==> config.mk <==
export PLATFORM = sky130hd
export DESIGN_NAME = eprom_mode_dec
export DESIGN_NICKNAME = d
export VERILOG_FILES = /design/src/rtl/eprom_pkg.sv /design/src/rtl/eprom_mode_dec.sv
export SDC_FILE = /design/constraint.sdc
export NUM_CORES = 1
export LEC_CHECK = 0
export ABC_CLOCK_PERIOD_IN_PS = 1000
export CAP_MARGIN = 20
export CORE_AREA = 4 4 41 43
export DETAILED_ROUTE_END_ITERATION = 10
export DIE_AREA = 0 0 45 47
export DONT_BUFFER_PORTS = 1
export MAX_ROUTING_LAYER = met4
export SYNTH_ARGS = -nofsm -noshare
export SYNTH_HDL_FRONTEND = slang
export SYNTH_SLANG_ARGS = --single-unit
==> constraint.sdc <==
create_clock -name vclk -period 1
set_input_delay 0.25 -clock vclk [all_inputs]
set_output_delay 0.25 -clock vclk [all_outputs]
set_load 0.005 [all_outputs]
==> src/rtl/eprom_pkg.sv <==
`timescale 1ns/1ps
package eprom_pkg;
  typedef enum logic [2:0] {
    MD_READ = 3'd0,
    MD_STBY = 3'd1,
    MD_ODIS = 3'd2,
    MD_PROG = 3'd3,
    MD_VRFY = 3'd4,
    MD_INHB = 3'd5,
    MD_IDRD = 3'd6,
    MD_BAD  = 3'd7
  } mode_e;

  localparam logic [7:0] MFR_ID = 8'h8F;
  localparam logic [7:0] DEV_ID = 8'hC2;
  localparam int unsigned HV_BIT = 9;
endpackage

==> src/rtl/eprom_mode_dec.sv <==
`timescale 1ns/1ps
module eprom_mode_dec
  import eprom_pkg::*;
#(
  parameter int unsigned ADDR_W = 13
) (
  input  logic [ADDR_W-1:0] addr_i,
  input  logic              ce_ni,
  input  logic              oe_ni,
  input  logic              pgm_ni,
  input  logic              vpp_hi_i,
  input  logic              id_hv_i,
  output mode_e             mode_o,
  output logic              drive_o
);
  logic id_addr_ok;

  // all address bits except bit 0 and the high-voltage bit must be zero
  always_comb begin
    id_addr_ok = 1'b1;
    for (int i = 1; i < int'(ADDR_W); i++) begin
      if (i != int'(HV_BIT)) id_addr_ok = id_addr_ok & ~addr_i[i];
    end
  end

  always_comb begin
    mode_o = MD_BAD;
    if (id_hv_i && !ce_ni && !oe_ni && pgm_ni) begin
      mode_o = id_addr_ok ? MD_IDRD : MD_BAD;
    end else if (ce_ni) begin
      mode_o = vpp_hi_i ? MD_INHB : MD_STBY;
    end else if (!oe_ni) begin
      if (pgm_ni) mode_o = vpp_hi_i ? MD_VRFY : MD_READ;
      else        mode_o = MD_BAD;
    end else begin
      if (pgm_ni)        mode_o = MD_ODIS;
      else if (vpp_hi_i) mode_o = MD_PROG;
      else               mode_o = MD_BAD;
    end
  end

  assign drive_o = (mode_o == MD_READ) || (mode_o == MD_VRFY) || (mode_o == MD_IDRD);
endmodule

==> impl_metrics.yaml <==
timing:
  rsz0062_at_grt: "yes"
  slew-limit-headroom: 0.856
  hold_viol_final: 0
  max_freq_mhz: 931
  worst_pin_slew_ns: 0.214
  finalSetupViolations: 2
  timing.final.crit_share: 1.07
  setup_ws_ns: -0.0739
  report.final.slew_viol_count: 0
  min_period_ns: 1.07
  tns_ns: -0.135
run:
  maxCapViolCount: 0
detailed_routing:
  routed_wl_um: 331
  routedWlPerCell_um: 10.7
  routed-wl-met2_um: 84
  wl_met3_um: 82
  via_per_inst: 4.48
  routed.top_layer: "met3"
  post-route-drc-count: 0
  met1Wirelength_um: 164
  num_vias: 139
  drt_iter0_markers: 0
  drtAntennaViolNets: 0
  first_pass_iters: 1
setup_path:
  cp_cell_sequence: "nor4_2 > nand4_1 > a21oi_2"
  cp-start-kind: "input pin"
  cpPeakStageDelay_ns: 0.24
  crit_buf_inv: 0
  critPathSlowestCell: "nor4_2"
  cp.arrival_ns: 0.82
  crit_fanout: 2
  path_class: "input pin to primary output"
  endpoint_kind: "primary output"
  critPathTopFamily: "simple AND/OR/NAND/NOR gates"
  worstPathRequired_ns: 0.75
final_layout:
  finalNetCount: 36
  multi_input_area_um2: 111
  layout-drive-gt1-share: 0.250
  seq_cells: 0
  num_antenna_cells: 0
  clock_buffers: 0
  area_growth_pct: 30.5
  design_area_um2: 134
  regArea_um2: 0
  nFillCells: 156
floorplanning:
  coreArea_um2: 1300
  die_x_um: 45
  die_area_um2: 2120
  io_pins: 22
  num_rows: 13
  start_util: 0.0788
  die_h_um: 47
synthesis:
  yosys.area.top_type_share: 0.244
  syn_nets: 34
  synth_area_per_cell_um2: 6.41
  yosysMostFrequentCell: "a21oi_1"
  ys_types: 10
  yosysSeqAreaShare: 0
  postSynthCellCount: 16
  synthTopCellsByCount: "4 x a21oi_1, 2 x nand2b_1, 2 x nor3_1, 2 x nor4_2"
  synth_area_um2: 103
  synth_area_leader_cell: "nor4_2"
  synth_area_leaders: "nor4_2 24%, a21oi_1 20%, nand2b_1 12%"
  ys_warn_count: 0
pwr:
  clockPowerShare: 0
  sw_frac_of_total: 0.449
  internal_power_uw: 13.5
  peakVddDrop_mv: 0.0372
  comb_power_share: 1.000
  switching_power_uw: 11.0
  power.leakage_uw: 0.0000303
  power_density_nw_per_um2: 183
  p_seq_frac: 0
global_route:
  track_usage: 0.0276
  antenna_found_initial: 0
  grt_pass1_wl_um: 427
  grt_overflow: 0
  grt_pass1_vias: 135
  grt_max_degree: 6
run_status:
  violations: "setup timing"
  status: "finished with violations"
clock_network:
  post-cts-setup-buffers: 0
placed_design:
  place_congestion: 0.549
  placedInstanceArea_um2: 121
  place_ws_ns: -0.0803
  hpwlAfterDp_um: 315
  portBuffers: 0
hold_path:
  hp-class: "input pin to primary output"
worst paths after layout:
check	startpoint	end	slack, ns	cells past startpoint
worst max-delay path	addr_i[2]	drive_o	-0.07	3
worst min-delay path	oe_ni	drive_o	0.52	1
cell type report:
type	instances	area share
Inverter	1	0.0280
Tap cell	15	0.140
Multi-Input combinational cell	15	0.832
placed cells by master, fill, tap and decap left out:
cell / synthesis / final
a21boi_1: 1 / 1
a21oi_1: 4 / 3
a21oi_2: 0 / 1
inv_1: 1 / 1
nand2b_1: 2 / 2
nand4_1: 1 / 1
nor2_1: 1 / 1
nor2b_2: 1 / 1
nor3_1: 2 / 2
nor4_2: 2 / 1
nor4_4: 0 / 1
o21ai_0: 1 / 1
stage by stage:
step	std cells	power, uW	hold WS [ns]	utilization
after CTS	31	24.0	0.522	0.0962
after floorplan	16	20.3	0.528	-
after global routing	31	27.4	0.523	0.103
final	31	24.4	0.522	0.103
after detailed placement	31	23.2	0.533	0.0933
after global placement	31	22.9	0.533	0.0933
what timing repair did:
item,in CTS,in global routing
setup endpoints to repair,2,2
pin swaps,1,2
hold buffers,0,0
resized for setup,1,1
metal layers:
metal	track usage	vias to the layer above
met4	0	0
met2	0.0395	22
met3	0	0
met1	0.0449	55
met5	-	-
li1	-	62
power groups by stage:
stage	clock network [uW]	registers, uW	logic, uW
after floorplan	0	0	20.3
after global placement	0	0	22.9
after detailed placement	0	0	23.2
after CTS	0	0	24.0
after global routing	0	0	27.4
final	0	0	24.4
cell families after synthesis:
kind of cell    after synthesis  synth area share
simple gates                  9             0.646
compound gates                6             0.317
buf+inv                       1            0.0366
Note: power is estimated with default switching activity, not from simulation.
